--- src/rtl/af_pkg.sv ---
package af_pkg;
  localparam int IDX_FIELD_W = 8;

  typedef enum logic [2:0] {
    ST_IDLE,
    ST_ENT_ISSUE,
    ST_ENT_CAP,
    ST_MASK_ISSUE,
    ST_MASK_CAP
  } afState_t;

  typedef struct packed {
    logic                   entryWr;
    logic [IDX_FIELD_W-1:0] entryIdx;
    logic [1:0]             pairSel;
    logic                   maskWr;
    logic [15:0]            wrData;
  } afStrobe_t;
endpackage

--- src/rtl/af_datapath.sv ---
module af_datapath
  import af_pkg::*;
#(
  parameter int ENTRIES = 16,
  parameter int IDX_W   = 4,
  parameter int AW      = 48
) (
  input  logic             clk,
  input  logic             rstN,
  input  afStrobe_t        strobe,
  input  logic [AW-1:0]    lookupAddr,
  input  logic             resetMode,
  input  logic [IDX_W-1:0] entrySel,
  input  logic [1:0]       portSel,
  output logic             camHit,
  output logic [15:0]      portData
);
  logic [ENTRIES-1:0][AW-1:0] entryFlat;
  logic [ENTRIES-1:0]         hitVec;

  for (genvar e = 0; e < ENTRIES; e++) begin : g_entry
    logic [AW-1:0] entryQ;
    logic          maskQ;
    logic          wrHit;

    assign wrHit = strobe.entryWr && (strobe.entryIdx[IDX_W-1:0] == IDX_W'(e));

    always_ff @(posedge clk or negedge rstN) begin
      if (!rstN) begin
        entryQ <= '0;
      end else if (wrHit) begin
        case (strobe.pairSel)
          2'd0:    entryQ[15:0]  <= strobe.wrData;
          2'd1:    entryQ[31:16] <= strobe.wrData;
          default: entryQ[47:32] <= strobe.wrData;
        endcase
      end
    end

    if (e < 16) begin : g_mask
      always_ff @(posedge clk or negedge rstN) begin
        if (!rstN) maskQ <= 1'b0;
        else if (strobe.maskWr) maskQ <= strobe.wrData[e];
      end
    end else begin : g_nomask
      assign maskQ = 1'b0;
    end

    assign entryFlat[e] = entryQ;
    assign hitVec[e]    = maskQ && (entryQ == lookupAddr);
  end

  assign camHit = |hitVec;

  logic [AW-1:0] selEntry;
  assign selEntry = entryFlat[entrySel];

  always_comb begin
    portData = '0;
    if (resetMode) begin
      case (portSel)
        2'd0:    portData = selEntry[47:32];
        2'd1:    portData = selEntry[31:16];
        2'd2:    portData = selEntry[15:0];
        default: portData = '0;
      endcase
    end
  end
endmodule

--- src/rtl/af_control.sv ---
module af_control
  import af_pkg::*;
#(
  parameter int PTR_W = 16,
  parameter int CNT_W = 5,
  parameter int AW    = 48
) (
  input  logic               clk,
  input  logic               rstN,
  input  logic               wide32,
  input  logic               loadStart,
  input  logic [PTR_W-1:0]   segBase,
  input  logic [PTR_W-1:0]   ptrInit,
  input  logic [PTR_W-1:0]   countInit,
  input  logic [31:0]        memRdData,
  output logic               memRdEn,
  output logic [2*PTR_W-1:0] memAddr,
  input  logic               addrValid,
  input  logic [AW-1:0]      lookupAddr,
  input  logic               promisc,
  input  logic               allMulti,
  input  logic               acceptBcast,
  input  logic               camHit,
  output afStrobe_t          strobe,
  output logic               loadBusy,
  output logic               loadDone,
  output logic               resultValid,
  output logic               accept,
  output logic               isMulticast,
  output logic               isBroadcast
);
  localparam int MA_W = 2 * PTR_W;

  afState_t               stateQ;
  logic [PTR_W-1:0]       segQ, ptrQ;
  logic [CNT_W-1:0]       cntQ;
  logic [IDX_FIELD_W-1:0] idxQ;
  logic [1:0]             wordQ;
  logic                   wideQ;

  logic [MA_W-1:0]  wordOff;
  logic [PTR_W-1:0] descStep;
  logic [CNT_W-1:0] startCnt;

  assign startCnt = countInit[CNT_W-1:0];
  assign wordOff  = wideQ ? MA_W'({wordQ, 2'b00}) : MA_W'({wordQ, 1'b0});
  assign descStep = wideQ ? PTR_W'(16) : PTR_W'(8);
  assign memAddr  = {segQ, ptrQ} + wordOff;
  assign memRdEn  = (stateQ == ST_ENT_ISSUE) || (stateQ == ST_MASK_ISSUE);
  assign loadBusy = (stateQ != ST_IDLE);

  always_comb begin
    strobe          = '0;
    strobe.entryWr  = (stateQ == ST_ENT_CAP);
    strobe.entryIdx = idxQ;
    strobe.pairSel  = wordQ - 2'd1;
    strobe.maskWr   = (stateQ == ST_MASK_CAP);
    strobe.wrData   = memRdData[15:0];
  end

  always_ff @(posedge clk or negedge rstN) begin
    if (!rstN) begin
      stateQ   <= ST_IDLE;
      segQ     <= '0;
      ptrQ     <= '0;
      cntQ     <= '0;
      idxQ     <= '0;
      wordQ    <= '0;
      wideQ    <= 1'b0;
      loadDone <= 1'b0;
    end else begin
      loadDone <= 1'b0;
      case (stateQ)
        ST_IDLE: begin
          if (loadStart) begin
            segQ  <= segBase;
            ptrQ  <= ptrInit;
            wideQ <= wide32;
            cntQ  <= startCnt;
            idxQ  <= '0;
            if (startCnt != '0) begin
              wordQ  <= 2'd1;
              stateQ <= ST_ENT_ISSUE;
            end else begin
              wordQ  <= 2'd0;
              stateQ <= ST_MASK_ISSUE;
            end
          end
        end
        ST_ENT_ISSUE: stateQ <= ST_ENT_CAP;
        ST_ENT_CAP: begin
          if (wordQ == 2'd3) begin
            idxQ <= idxQ + 1'b1;
            cntQ <= cntQ - 1'b1;
            ptrQ <= ptrQ + descStep;
            if (cntQ == CNT_W'(1)) begin
              wordQ  <= 2'd0;
              stateQ <= ST_MASK_ISSUE;
            end else begin
              wordQ  <= 2'd1;
              stateQ <= ST_ENT_ISSUE;
            end
          end else begin
            wordQ  <= wordQ + 2'd1;
            stateQ <= ST_ENT_ISSUE;
          end
        end
        ST_MASK_ISSUE: stateQ <= ST_MASK_CAP;
        ST_MASK_CAP: begin
          loadDone <= 1'b1;
          stateQ   <= ST_IDLE;
        end
        default: stateQ <= ST_IDLE;
      endcase
    end
  end

  logic decAcc, decMc, decBc, takeAddr;
  assign takeAddr = addrValid && !loadBusy;

  always_comb begin
    decAcc = 1'b0;
    decMc  = 1'b0;
    decBc  = 1'b0;
    if (promisc && !lookupAddr[0]) begin
      decAcc = 1'b1;
    end else if (allMulti && lookupAddr[0]) begin
      decAcc = 1'b1;
      decMc  = 1'b1;
    end else if (acceptBcast && (&lookupAddr)) begin
      decAcc = 1'b1;
      decBc  = 1'b1;
    end else if (camHit) begin
      decAcc = 1'b1;
    end
  end

  always_ff @(posedge clk or negedge rstN) begin
    if (!rstN) begin
      resultValid <= 1'b0;
      accept      <= 1'b0;
      isMulticast <= 1'b0;
      isBroadcast <= 1'b0;
    end else begin
      resultValid <= takeAddr;
      accept      <= takeAddr && decAcc;
      isMulticast <= takeAddr && decMc;
      isBroadcast <= takeAddr && decBc;
    end
  end
endmodule

--- src/rtl/addr_filter_cam.sv ---
module addr_filter_cam
  import af_pkg::*;
#(
  parameter int ENTRIES = 16,
  parameter int PTR_W   = 16,
  parameter int CNT_W   = 5
) (
  input  logic                       clk,
  input  logic                       rstN,
  input  logic                       wide32,
  input  logic                       loadStart,
  input  logic [PTR_W-1:0]           segBase,
  input  logic [PTR_W-1:0]           ptrInit,
  input  logic [PTR_W-1:0]           countInit,
  output logic                       memRdEn,
  output logic [2*PTR_W-1:0]         memAddr,
  input  logic [31:0]                memRdData,
  input  logic                       addrValid,
  input  logic [47:0]                lookupAddr,
  input  logic                       promisc,
  input  logic                       allMulti,
  input  logic                       acceptBcast,
  output logic                       resultValid,
  output logic                       accept,
  output logic                       isMulticast,
  output logic                       isBroadcast,
  output logic                       loadBusy,
  output logic                       loadDone,
  input  logic                       resetMode,
  input  logic [$clog2(ENTRIES)-1:0] entrySel,
  input  logic [1:0]                 portSel,
  output logic [15:0]                portData
);
  localparam int IDX_W = $clog2(ENTRIES);
  localparam int AW    = 48;

  afStrobe_t strobe;
  logic      camHit;

  af_control #(.PTR_W(PTR_W), .CNT_W(CNT_W), .AW(AW)) u_ctrl (
    .clk(clk), .rstN(rstN), .wide32(wide32), .loadStart(loadStart),
    .segBase(segBase), .ptrInit(ptrInit), .countInit(countInit),
    .memRdData(memRdData), .memRdEn(memRdEn), .memAddr(memAddr),
    .addrValid(addrValid), .lookupAddr(lookupAddr), .promisc(promisc),
    .allMulti(allMulti), .acceptBcast(acceptBcast), .camHit(camHit),
    .strobe(strobe), .loadBusy(loadBusy), .loadDone(loadDone),
    .resultValid(resultValid), .accept(accept),
    .isMulticast(isMulticast), .isBroadcast(isBroadcast)
  );

  af_datapath #(.ENTRIES(ENTRIES), .IDX_W(IDX_W), .AW(AW)) u_dp (
    .clk(clk), .rstN(rstN), .strobe(strobe), .lookupAddr(lookupAddr),
    .resetMode(resetMode), .entrySel(entrySel), .portSel(portSel),
    .camHit(camHit), .portData(portData)
  );
endmodule

--- config.mk ---
export PLATFORM = sky130hd
export DESIGN_NAME = addr_filter_cam
export DESIGN_NICKNAME = d
export VERILOG_FILES = /design/src/rtl/af_pkg.sv /design/src/rtl/af_datapath.sv /design/src/rtl/af_control.sv /design/src/rtl/addr_filter_cam.sv
export SDC_FILE = /design/constraint.sdc
export NUM_CORES = 2
export LEC_CHECK = 0
export CAP_MARGIN = 5
export CELL_PAD_IN_SITES_DETAIL_PLACEMENT = 0
export CELL_PAD_IN_SITES_GLOBAL_PLACEMENT = 1
export CORE_MARGIN = 2
export CORE_UTILIZATION = 30
export CTS_CLUSTER_DIAMETER = 30
export DETAILED_ROUTE_END_ITERATION = 8
export DONT_BUFFER_PORTS = 1
export PLACE_DENSITY_LB_ADDON = 0.3
export SLEW_MARGIN = 25
export SYNTH_ARGS = -nofsm -noshare
export SYNTH_HDL_FRONTEND = slang
export SYNTH_SLANG_ARGS = --single-unit
--- constraint.sdc ---
create_clock -name clk -period 6.2 [get_ports clk]
set_clock_uncertainty 0.15 [all_clocks]
set_input_delay 1.24 -clock clk [delete_from_list [all_inputs] [get_ports clk]]
set_output_delay 1.24 -clock clk [all_outputs]
set_load 0.01 [all_outputs]
After elaboration in Yosys (flattened, before gate mapping)
Index checks and enable logic that the tools add are counted.

cells by class
  add/sub/neg operators = 6
  magnitude comparators = 1
  equal/unequal tests = 42
  muxes and demuxes = 35
  bitwise gates (word level) = 1
  reduce and logical (&&, ||, !) cells = 103

operators with widths
  operator                                                                count
  48-bit equality test                                                    16
  48-bit binary-select mux with 4-bit select                              1
  2-bit AND reduction                                                     50
  16-bit 2-to-1 mux                                                       3
  48-bit 2-to-1 mux                                                       1
  16-bit one-hot mux with 3 select lines                                  1
  48-bit AND reduction                                                    1
  1-bit logical AND                                                       39
  32-bit adder                                                            1
  4-bit equality test (second input constant)                             8
  16-bit one-hot mux with 2 select lines                                  1
  16-bit adder                                                            1
  4-bit by 3-bit equality test with 1-bit output (second input constant)  4
  8-bit 2-to-1 mux                                                        2
  8-bit one-hot mux with 2 select lines                                   1
  16-bit OR reduction                                                     1
  5-bit 2-to-1 mux                                                        3
  1-bit 2-to-1 mux                                                        12
  3-bit one-hot mux with 4 select lines                                   1
  2-bit 2-to-1 mux                                                        5
  5-bit one-hot mux with 2 select lines                                   1
  8-bit by 1-bit adder with 8-bit output (second input constant)          1
  4-bit by 2-bit equality test with 1-bit output (second input constant)  2
  3-bit by 2-bit equality test with 1-bit output (second input constant)  2
  other kinds (25)                                                        30

word-level totals
  register bits after elaboration = 840
  input bits = 143
  output and inout port bits = 55

Depth between registers and ports, before layout
  depth after elaboration = 8
  depth in mapped cells = 12

Cells and area by module
From an unflattened synthesis, not the netlist that was laid out.

second synthesis, totals
  cell total of the unflattened synthesis = 3742
  area, all modules = 47951.0 µm²

by module, submodules not included
  module       instances  cells each  area each (µm²)  seq. area each (µm²)
  af_datapath  1          3341        44306.2          19618.8
  af_control   1          401         3644.7           1401.3

Worst setup path before layout
OpenSTA, ideal clock, no wires.

  path type = input to output
  from = input port entrySel[0]
  to = output port portData[14]
  data arrival time = 3.112 ns
  data required time = 4.810 ns
  path slack = 1.698 ns
  stages on the path = 8
  buffers on the path = 3
  cell sequence = clkbuf_1 > buf_6 > buf_2 > mux4_2 > mux4_2 > inv_1 > o22ai_1 > and2_1

between the ends
  longest elaborated chain between the ends = 4

ends and longest elaborated chain
  item                                        line                   text
  from (decl)                                 addr_filter_cam.sv:30  input logic [$clog2(ENTRIES)-1:0] entrySel,
  48-bit binary-select mux with 4-bit select  af_datapath.sv:56      assign selEntry = entryFlat[entrySel];
  48-bit 2-to-1 mux (implied by the code)     af_datapath.sv:56
  16-bit one-hot mux with 3 select lines      af_datapath.sv:61      case (portSel)
  16-bit 2-to-1 mux                           af_datapath.sv:60      if (resetMode) begin
  to (decl)                                   addr_filter_cam.sv:32  output logic [15:0] portData

No other way between the ends. The select of a mux whose other input is x is not followed.

Final worst setup path
  from = input port entrySel[0]
  to = output port portData[15]

Same word-level chain as after synthesis.

==> run_results.csv <==
group,metric,value,unit
setup_path,rr_endpoint,"u_ctrl.accept$_DFF_PN0_",
timing,maxSlewViolCount,0,
cells_and_area,area_growth,21.3,%
cts,cts_resized,0,
route,drt_iter0_markers,3690,
timing,finalSetupTns,0,ns
setup_path,path_cells,"mux4_2, mux4_2, mux2i_1, o22ai_1, and2_1",
synth,synth-edff-count,0,
synth,synth_area_leaders,"dfrtp_1 (44%), mux2_2 (18%), mux4_2 (11%)",
cts,postCtsSetupRepairBufs,0,
setup_path,arrival,4.04,ns
timing,rsz0062_at_grt,"no",
power,peakVddDrop,0.000299,V
placed_design,finalWeightedCongestion,0.931,
timing,slew_headroom,22.1,%
route,ant_nets,0,
floorplan,die-area,0.162,sq mm
synth,syn_inst,3725,
route,first_pass_iters,6,
placed_design,dp.cells,5510,
setup_path,crit_path_max_incr_delay,0.80,ns
global_route,antenna_found_initial,19,
flow_run,maxCapViolations,0,
floorplan,dieWidth,403,um
setup_path,rrSetupSlack,2.44,ns
timing,period_share,87.7,%
cts,cts.sinks,836,
floorplan,io-pin-count,198,
timing,hold_viol,0,
cts,cts_made_buffers,233,
route,vias,33700,
synth,ys_ff_latch,836,
power,p_leak,24.2,nW
synth,yosysSeqAreaShare,43.8,%
cells_and_area,drive_gt1_share,38.0,%
setup_path,critPathLaunchType,"input port",
cts,clockBufferDepth,3,
route,wl,219000,um
timing,hold_ws,0.262,ns
cts,root_buffer,"clkbuf_16",
power,finalPower,24.2,mW
floorplan,core,0.158,sq mm
synth,netlist_area,0.0478,sq mm
synth,synth_top_area_cell,"dfrtp_1",
floorplan,die_h,403,um
cts,tritoncts,"built",
floorplan,std_cell_rows,146,
synth,synth_ff_type,"dfrtp_1",
cts,insertion_delay,0.82,ns
setup_path,reg2reg_depth,7,
global_route,grt_pass1_vias,33800,
setup_path,slowest_stage,"mux4_2",
global_route,grt_pass1_wl,297000,um
setup_path,r2r_start,"u_dp.g_entry[5].entryQ[25]$_DFFE_PN0P_",
floorplan,start_util,30.2,%
hold_path,hp-class,"in2async",
synth,async_flop_share,100,%
timing,worst_slew_pin_slew,1.17,ns
cells_and_area,fin_util,36.6,%
timing,setup_viol,0,
timing,max_freq,184,MHz
synth,avgSynthCellArea,12.8,sq um
synth,ys_warn_count,0,
synth,netlist.area_leader.share,43.8,%
cts,htreeDepth,4,
global_route,grt_max_degree,193,
power,power_per_cell_area,418,mW/mm^2
cts,hold_buffers,0,
setup_path,worstSetupStartpoint,"entrySel[0]",
synth,syn_nets,3884,
placed_design,io_buffers,0,
global_route,grt.total_usage,26.7,%
cts,cts.clk_slew.worst_paths,0.05,ns
outcome,status,"finished, final reports clean",
setup_path,cp_max_fo,192,
setup_path,required,4.81,ns
route,drc,0,
synth,synth_cell_types,60,
setup_path,path_class,"in2out",
setup_path,critPathCapture,"portData[15]",
global_route,grt_overflow,0,
placed_design,hpwl,148000,um
route,viasPerCell,5.67,
setup_path,crit_top_cell,"mux4_2",
cells_and_area,final_cells,5953,
route,wire_per_inst,36.8,um
cells_and_area,nNetsFinal,3832,
timing,fin_crit,5.43,ns
setup_path,critPathCaptureType,"primary output",
worst min path at each step:
stage                                                   end  slack, ns  cells after the start
global route        u_dp.g_entry[13].entryQ[25]$_DFFE_PN0P_       0.30                      1
finish              u_dp.g_entry[13].entryQ[25]$_DFFE_PN0P_       0.26                      1
CTS                 u_dp.g_entry[13].entryQ[25]$_DFFE_PN0P_       0.26                      1
global placement                 u_ctrl.ptrQ[1]$_DFFE_PN0P_       0.31                      2
floorplan                        u_ctrl.ptrQ[0]$_DFFE_PN0P_       0.29                      2
detailed placement               u_ctrl.ptrQ[1]$_DFFE_PN0P_       0.32                      2
power by group:
group	leakage (nW)	switching [mW]	internal, mW
combinational	9.54	2.27	1.78
sequential	10.5	0.881	6.31
clock	4.15	3.83	9.14
area by class of cell:
cell class | count | area (sq um)
fill | 15300 | 100000
multi-input combinational | 2494 | 25200
sequential | 836 | 20900
clock buffer | 314 | 6660
tap | 2072 | 2590
clock inverter | 121 | 1880
timing repair buffer | 31 | 323
inverter | 77 | 289
antenna | 8 | 20.0
cells in the mapped netlist (5+ instances only):
master     instances
a21oi_1           32
nor4_1           116
mux2i_1           16
buf_1             19
ha_1              14
a221oi_1           7
mux2_1            31
buf_2            115
nand3_2           20
o2bb2ai_1          7
nand2_1          111
mux2_2           744
o22ai_1           34
and2_1            21
and3_1             8
nor3_1            20
nand3_1           46
o21ai_0           38
dfrtp_1          836
mux4_2           240
a22o_1             5
buf_4             15
nand4_1          116
nor2_1            48
clkbuf_1         166
inv_1             77
xnor2_1          351
xor2_1           398
nor2_4            10
cell families after synthesis:
logic type      count (synthesis)  share of synthesized area [%]
compound gates                155                           2.10
xor+xnor                      749                           13.7
fa+ha+maj                      16                          0.451
buf+inv                       395                           3.56
flops                         836                           43.8
mux                          1031                           29.9
simple gates                  543                           6.43
worst max-delay path, delay by kind of cell:
family	cells	cell delay (ns)
mux	3	1.76
compound gates	1	0.34
simple gates	1	0.31
routing by layer:
layer,global-route usage [%],share of wire [%],up-vias
met5,0,0.049,-
met4,14.0,5.9,18
met3,8.90,9.7,460
met2,40.5,44,1580
met1,33.6,40,18200
li1,-,-,13400
cell usage in the layout (no fill, tap or decap), drive strengths merged, types with 20 or more instances in the layout:
| cell type | n |
|---|---|
| a21oi | 32 |
| and2 | 21 |
| buf | 31 |
| bufinv | 41 |
| clkbuf | 314 |
| clkinv | 56 |
| clkinvlp | 20 |
| dfrtp | 836 |
| inv | 81 |
| mux2 | 775 |
| mux4 | 240 |
| nand2 | 111 |
| nand3 | 66 |
| nand4 | 116 |
| nor2 | 61 |
| nor3 | 20 |
| nor4 | 116 |
| o21ai | 38 |
| o22ai | 34 |
| xnor2 | 351 |
| xor2 | 398 |
metrics by stage:
stage	setup slack (ns)	area (sq um)
after floorplan	1.70	47800
after global placement	1.24	49300
after detailed placement	1.27	49400
after CTS	0.834	57900
after global routing	0.610	57900
final	0.765	57900
registers in the layout, summed over array words and instances (netlist names), 2 cells and up:
signal / count
u_ctrl.idxQ: 4
u_ctrl.segQ: 16
u_ctrl.cntQ: 5
u_dp.g_entry.entryQ: 768
u_ctrl.wordQ: 2
u_dp.g_entry.maskQ: 16
u_ctrl.stateQ: 3
u_ctrl.ptrQ: 16
Power figures use the tool's default switching activity.
